**config.mk**
```make
export PLATFORM = sky130hd
export DESIGN_NAME = fp_round_stage
export DESIGN_NICKNAME = d
export VERILOG_FILES = /design/src/rtl/fp_round_stage.sv
export SDC_FILE = /design/constraint.sdc
export NUM_CORES = 1
export LEC_CHECK = 0
export BUFFER_PORTS_ARGS = -buffer_cell sky130_fd_sc_hd__buf_2
export CAP_MARGIN = 20
export CORE_MARGIN = 2
export CORE_UTILIZATION = 49
export CTS_CLUSTER_DIAMETER = 30
export CTS_CLUSTER_SIZE = 20
export DETAILED_ROUTE_END_ITERATION = 10
export PLACE_DENSITY = 0.89
export SYNTH_ARGS = -nofsm -noshare
export SYNTH_HDL_FRONTEND = slang
export SYNTH_SLANG_ARGS = --single-unit
```
**constraint.sdc**
```tcl
create_clock -name clk -period 0.8 [get_ports clk]
set_input_delay 0.2 -clock clk [delete_from_list [all_inputs] [get_ports clk]]
set_output_delay 0.2 -clock clk [all_outputs]
set_load 0.02 [all_outputs]
```
**src/rtl/fp_round_stage.sv**
```systemverilog
module fp_round_stage #(
  parameter int EXP_W  = 8,
  parameter int FRAC_W = 23
) (
  input  logic                      clk,
  input  logic                      rst_n,
  input  logic                      sign_i,
  input  logic [EXP_W-1:0]          exp_i,
  input  logic [FRAC_W:0]           sig_i,
  input  logic                      guard_i,
  input  logic                      round_i,
  input  logic                      sticky_i,
  input  logic [1:0]                mode_i,
  output logic [EXP_W+FRAC_W:0]     result_o,
  output logic                      overflow_o,
  output logic                      inexact_o
);
  localparam int SIG_W = FRAC_W + 1;
  localparam int W     = 1 + EXP_W + FRAC_W;
  localparam logic [EXP_W-1:0] EXP_TOP = {EXP_W{1'b1}};
  localparam logic [W-2:0] MAG_INF = {EXP_TOP, {FRAC_W{1'b0}}};
  localparam logic [W-2:0] MAG_MAX = {EXP_TOP - 1'b1, {FRAC_W{1'b1}}};

  wire lost = guard_i | round_i | sticky_i;

  logic bump;
  always_comb begin
    case (mode_i)
      2'b00:   bump = guard_i & (round_i | sticky_i | sig_i[0]);
      2'b01:   bump = 1'b0;
      2'b10:   bump = lost & ~sign_i;
      default: bump = lost & sign_i;
    endcase
  end

  wire [SIG_W:0]    sum   = {1'b0, sig_i} + {{SIG_W{1'b0}}, bump};
  wire              carry = sum[SIG_W];
  wire [FRAC_W-1:0] frac  = carry ? sum[FRAC_W:1] : sum[FRAC_W-1:0];
  wire              promo = (exp_i == '0) & sum[FRAC_W];
  wire [EXP_W:0]    exp_n = {1'b0, exp_i} + {{EXP_W{1'b0}}, carry | promo};
  wire              ovf_n = exp_n >= {1'b0, EXP_TOP};
  wire              to_inf = (mode_i == 2'b00) | (mode_i == 2'b10 & ~sign_i) |
                             (mode_i == 2'b11 & sign_i);

  wire [W-2:0] mag_n = ovf_n ? (to_inf ? MAG_INF : MAG_MAX) : {exp_n[EXP_W-1:0], frac};

  always_ff @(posedge clk or negedge rst_n) begin
    if (!rst_n) begin
      result_o   <= '0;
      overflow_o <= 1'b0;
      inexact_o  <= 1'b0;
    end else begin
      result_o   <= {sign_i, mag_n};
      overflow_o <= ovf_n;
      inexact_o  <= lost;
    end
  end

  always @(negedge clk)
    if (!rst_n) AST_RESET_ZERO: assert (result_o == '0 && !overflow_o && !inexact_o);

  AST_SIGN_KEEP: assert property (@(posedge clk) disable iff (!rst_n)
    1'b1 |=> result_o[W-1] == $past(sign_i));

  AST_EXACT_PASS: assert property (@(posedge clk) disable iff (!rst_n)
    (!(guard_i | round_i | sticky_i) && exp_i != '0 && exp_i != EXP_TOP)
    |=> result_o == {$past(sign_i), $past(exp_i), $past(sig_i[FRAC_W-1:0])});

  AST_TRUNC_NO_BUMP: assert property (@(posedge clk) disable iff (!rst_n)
    (mode_i == 2'b01 && exp_i != '0 && exp_i != EXP_TOP)
    |=> result_o[FRAC_W-1:0] == $past(sig_i[FRAC_W-1:0]) && !overflow_o);

  AST_INEXACT_FLAG: assert property (@(posedge clk) disable iff (!rst_n)
    1'b1 |=> inexact_o == ($past(guard_i) | $past(round_i) | $past(sticky_i)));

  AST_OVF_SATURATE: assert property (@(posedge clk) disable iff (!rst_n)
    overflow_o |-> (result_o[W-2:0] == MAG_INF || result_o[W-2:0] == MAG_MAX));
endmodule

```
### Yosys cells after proc, flatten, opt, wreduce, memory -nomap -nowiden

Index checks and enable logic that the tools add are counted.

| cells by class | value |
|---|---|
| $add $sub $neg | 2 |
| $lt $le $gt $ge | 1 |
| equality and inequality tests | 3 |
| muxes and demuxes | 4 |
| bitwise gates (word level) | 14 |
| reduce and logical (&&, ||, !) cells | 2 |

Operator list:

| cell | count |
|---|---|
| 2-to-1 mux 31 bit | 1 |
| adder 24 x 1 -> 25 bit | 1 |
| 2-to-1 mux 24 bit | 1 |
| 2-to-1 mux 23 bit | 1 |
| adder 8 x 1 -> 9 bit | 1 |
| >= comparator 9 x 8 -> 1 bit (second input constant) | 1 |
| zero test 8 bit | 1 |
| bitwise OR 1 bit | 7 |
| AND 1 bit | 6 |
| == test 2 bit (second input constant) | 2 |
| one-hot mux 1 bit (3 select lines) | 1 |
| == test 2 x 1 -> 1 bit (second input constant) | 1 |
| zero test 2 bit | 1 |
| NOT 1 bit | 1 |

| word-level totals | value |
|---|---|
| flip-flop bits (word level) | 34 |
| input bits | 40 |
| output and inout bits | 34 |
| word-level logic and storage cells | 29 |

### Depth between registers and ports, before layout

Gate-level depths: netlist of the first run.

| logic depth | value |
|---|---|
| word-level depth | 10 |
| gate-level depth with buffers | 18 |
| gate-level depth less buffers | 17 |

### Worst setup path before layout of the first run

No wires, ideal clock.

| path | value |
|---|---|
| path kind | input-to-reg |
| start | input mode_i[1] |
| end | register result_o[11] |
| setup time | 0.074 ns |
| arrival | 3.842 ns |
| required time | 0.726 ns |
| setup slack | -3.116 ns |
| stages on the path | 18 |
| path buffers | 1 |
| cell sequence | nor2b_1 -> ha_1 -> inv_1 -> a31o_2 -> ha_1 -> nand3_1 -> nor3_1 -> nand3_1 -> xnor2_1 -> a31o_2 -> ha_1 -> ha_1 -> xnor2_1 -> a311oi_1 -> o32ai_2 -> or4_4 -> buf_6 -> o21ai_2 |

| on the way | value |
|---|---|
| longest elaborated chain between the ends | 8 |
| elaborated cells between the ends (all ways) | 17 |
| those cells by class | add/sub: 2; order compare: 1; eq/ne: 3; mux: 4; bitwise: 6; reduce/logical: 1 |

RTL lines:

| element | line | source |
|---|---|---|
| from (decl) | 13 | `input logic [1:0] mode_i,` |
| == test 2 bit (tied with other cells) | 28, 42 |  |
| one-hot mux 1 bit (3 select lines) | 28 | `case (mode_i)` |
| adder 24 x 1 -> 25 bit | 36 | `wire [SIG_W:0] sum = {1'b0, sig_i} + {{SIG_W{1'b0}}, bump};` |
| AND 1 bit | 39 | `wire promo = (exp_i == '0) & sum[FRAC_W];` |
| bitwise OR 1 bit | 40 | `wire [EXP_W:0] exp_n = {1'b0, exp_i} + {{EXP_W{1'b0}}, carry \| promo};` |
| adder 8 x 1 -> 9 bit | 40 |  |
| >= comparator 9 x 8 -> 1 bit | 41 | `wire ovf_n = exp_n >= {1'b0, EXP_TOP};` |
| 2-to-1 mux 31 bit (*) | 45 | `wire [W-2:0] mag_n = ovf_n ? (to_inf ? MAG_INF : MAG_MAX) : {exp_n[EXP_W-1:0], frac};` |
| via mag_n[11] | 45 |  |
| to (signal assigned) | 53 | `result_o <= {sign_i, mag_n};` |
| to (decl) | 14 | `output logic [EXP_W+FRAC_W:0] result_o,` |

Mark *: on every way through the listed nets, which the timed path passes. The rest lies on a longest branch.

### Final worst setup path of the first run

| path | value |
|---|---|
| start | input mode_i[1] |
| end | register result_o[22] |

The elaborated chain is that of the path after synthesis.

==> results of run 1 <==
==> critical path: stages <==
cell	delay (ps)
buf_8	80
nor2b_4	170
ha_4	230
inv_2	50
a31o_4	150
ha_4	160
nand3_4	80
nor3_4	220
nand3_2	140
xnor2_2	160
a31o_2	230
ha_4	190
ha_4	280
nand4b_1	210
nor4_2	300
o32ai_2	130
buf_4	180
nor3_4	290
buf_6	220
a31oi_1	80
==> layout make-up <==
class                           instances  area [µm²]  area share, %
Timing Repair Buffer                  151        1230           34.3
Multi-Input combinational cell        144        1350           37.5
Clock buffer                            5        68.8           1.91
Inverter                                7        26.3          0.730
Tap cell                               48        60.1           1.67
Sequential cell                        34         851           23.6
Clock inverter                          2        10.0          0.278
==> power breakdown <==
group	internal (W)	leakage, nW	switching (W)
logic	0.000636	1.19	0.000702
clock network	0.000586	0.0438	0.000719
registers	0.00182	0.396	0.0000646
total	0.00304	1.63	0.00149
==> logic make-up after synthesis <==
logic type / share of synthesized area (%)
buf+inv: 4.42
fa+ha+maj: 3.25
compound gates: 13.1
simple gates: 22.3
xor+xnor: 12.3
flops: 44.2
mux: 0.520
==> worst max path at each step <==
| stage | startpoint | to | slack, ps |
|---|---|---|---|
| 5_1_grt | mode_i[1] | result_o[16] | -2940 |
| 3_3_place_gp | mode_i[1] | result_o[9] | -2730 |
| 2_1_floorplan | mode_i[1] | result_o[11] | -2700 |
| 4_1_cts | mode_i[1] | result_o[19] | -2530 |
| 3_5_place_dp | mode_i[1] | result_o[19] | -2900 |
| 6_report | mode_i[1] | result_o[22] | -2830 |
==> registers in the layout, summed over array words and instances (netlist names) <==
register and flops:
result_o 32, overflow_o 1, inexact_o 1
==> per-layer routing <==
metal	vias to the layer above	global-route usage, %	routed length [µm]
li1	1001	-	-
met1	1280	45.2	3640
met2	374	67.1	5100
met3	160	10.6	1800
met4	0	21.7	1400
met5	-	0	0
==> through the flow <==
stage / utilization, % / hold slack, ps
after floorplan: - / -95.6
after global placement: 78.2 / 165
after detailed placement: 78.2 / 170
after CTS: 89.7 / 128
after global routing: 96.8 / 147
final: 96.8 / 148
==> cells in the final DEF (no fill, tap or decap), types with 3 or more instances in the layout <==
cell	count
and4_1	4
nand4_1	10
o21ai_2	9
a31oi_4	8
dfrtp_1	34
nor2_1	5
ha_4	4
a31oi_1	3
buf_4	70
nor4_1	3
nand3_1	14
buf_2	37
xor2_1	16
nand2_2	6
clkbuf_8	5
inv_1	5
and3_1	5
nand2_1	10
xnor2_1	9
o32ai_2	3
buf_8	3
buf_6	38
==> timing repair <==
action	in CTS	in global routing
endpoints found under the hold margin	34	0
hold buffers	1	0
setup buffers	4	7
endpoints found under the setup margin	66	66
pin swaps	14	16
resized for setup	92	31
gates cloned	2	0
==> metrics, run 1 <==
FP Rows=22; All-Layer GR Usage=39.7%; main area contributors after synthesis=dfrtp_1, xor2_1, xnor2_1; final setup TNS=-95530 ps; Die W=66.7 µm; Crit. End Element=flop; 1st-iter DRT viols=507; final setup violating endpoints=66; Post-Syn Instances=193; worst ir drop on vdd=0.000918 V; period utilisation layout=453%; PD cells=1260 nW/µm²; Crit Path Class=primary input to flop; Final Hold Viols=0; Mapped Avg Cell Area=9.98 µm²; Pins Over Slew Limit=0; die footprint=4450 µm²; vias in the first global route=2430; Initial Util=51.9%; violated checks=setup timing; DP Wirelength=4.60 mm; fillers=66; Via density=7.20; hold_sp=sign_i; Yosys reg bits=34; initial antenna violation count=0; Max Root-Sink Buffers=2; outcome=finished, violations left; Worst Tran Pin Value=511 ps; unrepaired setup endpoints after global routing=yes; post-placement cell count=370; CTS root buf=clkbuf_8; io pins=74; Critical Path RT=950 ps; Placed Area=2910 µm²; count of cell types in the netlist=39; final std cells w/o fill=391; Worst Hold End=result_o[31]; share of synthesized registers carrying an async set or reset=100%; DIE HEIGHT=66.7 µm; Reg clk slew, reported paths=80 ps; fin crit period=3630 ps; sequential area share after synthesis=44.2%; first-pass GRT wire length=12.7 mm; Num CTS Buffers=5; CTS tree=yes; Max Cap Viol=0; clock sinks=34; dominant synthesized flop cell=dfrtp_1; Yosys warnings=0; post-synth top area cell=dfrtp_1; placer congestion estimate=0.907; CTS H-tree lvls=2; Area growth syn-to-layout=86.8%; Commonest cells post-synth=dfrtp_1, nand3_1, nand2_1, xor2_1; Min-Delay Path Depth=2; CP arrival=3780 ps; FMAX=0.276 GHz; total core area=3720 µm²; final antenna-violating net count=0; antenna fix cells=0; Syn Nets=238; PortBufs=73; Remaining Overflow, GRT=0; Post-Route WL=11.9 mm; post-route cell area=3600 µm²; drc violations=0; via count=2815; setup ws final=-2830 ps; crit-path max FO=6; Rel. slew slack=65.8%; total power=0.00453 W; Mapped Area=1930 µm²; Routed WL per cell=30.5 µm; Worst Hold Class=primary input to flop; Post-synth EDFFs=0; share of layout cells above drive strength 1=61.8%; largest net degree at the start of global routing=35; total iterations of the first detailed-routing run=7; most frequent cell after synthesis=dfrtp_1; static leakage=1.63 nW; final net count=388; Worst setup SP type=primary input; DP Worst Slack=-2900 ps; Yosys top cell area share=44.2%
(Power assumes the default switching activity.)
==> run 2, diff against run 1 <==
- ABC_CLOCK_PERIOD_IN_PS: not set -> 800
- CELL_PAD_IN_SITES_DETAIL_PLACEMENT: not set -> 1
- CELL_PAD_IN_SITES_GLOBAL_PLACEMENT: not set -> 2
- CORE_UTILIZATION: 49 -> 29
==> run 2 against run 1 <==
  * The flow still finishes with violations (setup timing)
  * Maximum frequency is 6.9% higher
  * Worst hold slack worse by 37 ps
  * Critical path type unchanged
  * Highest routed layer unchanged
  * Largest power group unchanged
  * Clock power is 18% higher
  * Critical path depth stayed put
  * Die area is 64% higher
  * Sequential share of layout area is 0.15 points higher
  * Largest cell class unchanged
  * Sequential power hardly changed
==> metrics, run 2 (synthesized netlist as in run 1, its figures left out) <==
Top reg by flops=result_o; Routed WL per cell=19.3 µm; FMAX=0.295 GHz; DIE HEIGHT=85.5 µm; Critical Path RT=1010 ps; Max Root-Sink Buffers=2; crit path cell chain=buf_6, nor2b_4, ha_4, inv_2, a31o_4, ha_4, nand3_4, nor3_4, nand3_2, xnor2_1, a31o_2, ha_4, ha_4, nand4_1, a311oi_2, o32ai_2, or4_4, buf_6, buf_12, o21ai_2; DP Wirelength=5.00 mm; clock share of power=33.6%; Via density=5.17; most frequent cells in the layout=buf_4, buf_6, buf_2; PD cells=1280 nW/µm²; fin crit period=3390 ps; drc violations=0; fillers=723; CTS tree=yes; Num CTS Buffers=5; vias in the first global route=2434; Initial Util=30.2%; total iterations of the first detailed-routing run=4; Placed Area=2950 µm²; Hold Worst Slack=111 ps; static leakage=1.62 nW; most common cell after layout, fill and taps aside=buf_4; Rel. slew slack=71.8%; Max Cap Viol=0; post-route cell area=3580 µm²; final antenna-violating net count=0; PortBufs=73; Reg clk slew, reported paths=90 ps; Post-Route WL=8.13 mm; outcome=finished, violations left; Die W=85.5 µm; Crit Path Class=primary input to flop; biggest regs=result_o (32), inexact_o (1), overflow_o (1); Critical path buffers and inverters=4; total core area=6390 µm²; Final Hold Viols=0; Reg power frac=41.0%; Max stage delay on crit path=530 ps; crit-path max FO=5; final core utilization=56.0%; unrepaired setup endpoints after global routing=yes; clock sinks=34; share of layout cells above drive strength 1=58.6%; placer congestion estimate=0.940; Critical path origin=mode_i[1]; switching power=0.00128 W; 1st-iter DRT viols=87; All-Layer GR Usage=22.7%; largest net degree at the start of global routing=35; switching power share of the total=28.1%; die footprint=7310 µm²; first-pass GRT wire length=12.9 mm; Worst setup SP type=primary input; setup ws final=-2590 ps; CTS H-tree lvls=2; Pins Over Slew Limit=0; Worst Tran Pin Value=419 ps; CP dominant cell by count=ha_4; worst ir drop on vdd=0.000774 V; final net count=389; period utilisation layout=424%; via count=2181; Top delay family on crit path=simple AND/OR/NAND/NOR gates; slowest cell on the critical path=or4_4; antenna fix cells=0; CP arrival=3610 ps; Crit. End Element=flop; Area growth syn-to-layout=85.6%; total power=0.00457 W; violated checks=setup timing; Gate power share=25.4%; final setup violating endpoints=66; DP Worst Slack=-3050 ps; number of flip-flops in the largest register=32; CTS root buf=clkbuf_8; Remaining Overflow, GRT=0; Worst Hold Class=primary input to flop; FP Rows=29; initial antenna violation count=0; io pins=74; hold_sp=sign_i; Internal=0.00329 W
-- run 2: stage by stage --
| step | std cells | setup TNS, ps |
|---|---|---|
| 2_1_floorplan | 193 | -82320 |
| 3_3_place_gp | 399 | -88170 |
| 3_5_place_dp | 399 | -94470 |
| 4_1_cts | 421 | -84330 |
| 5_1_grt | 422 | -91750 |
| 6_report | 422 | -86300 |
-- run 2: final cells by class --
cell class / count / area, µm² / share of cell area [%]
Clock buffer: 8 / 110 / 3.08
Inverter: 7 / 26.3 / 0.735
Multi-Input combinational cell: 146 / 1250 / 35.1
Sequential cell: 34 / 851 / 23.8
Tap cell: 77 / 96.3 / 2.69
Timing Repair Buffer: 150 / 1240 / 34.6
-- run 2: routing by layer --
metal | track usage [%] | share of wire, % | up-vias
met5 | 0 | 0 | -
met4 | 7.36 | 2.0 | 0
met3 | 2.79 | 3.4 | 15
met2 | 41.2 | 53 | 68
met1 | 27.9 | 41 | 1090
li1 | - | - | 1008
-- run 2: worst paths after layout --
path                           endpoint  slack, ps  cells past startpoint
setup / recovery           result_o[19]      -2590                     20
max in group asynchronous  result_o[25]        230                      3
min in group asynchronous   result_o[4]        380                      3
hold / removal             result_o[31]        110                      2
-- run 2: repair_timing --
item                       CTS  global route
hold endpoints to repair    34             0
setup endpoints to repair   66            66
cloned                       5             0
hold buffers                 1             0
gates resized for setup     99             3
pin swaps                   15             1
buffers inserted             8             1
-- run 2: power groups by stage --
stage          Sequential, W  Combinational (W)  Clock [W]
4_1_cts              0.00187            0.00112    0.00155
3_3_place_gp         0.00188           0.000910          0
5_1_grt              0.00188            0.00124    0.00159
6_report             0.00187            0.00116    0.00154
2_1_floorplan        0.00201           0.000257          0
3_5_place_dp         0.00188           0.000940          0
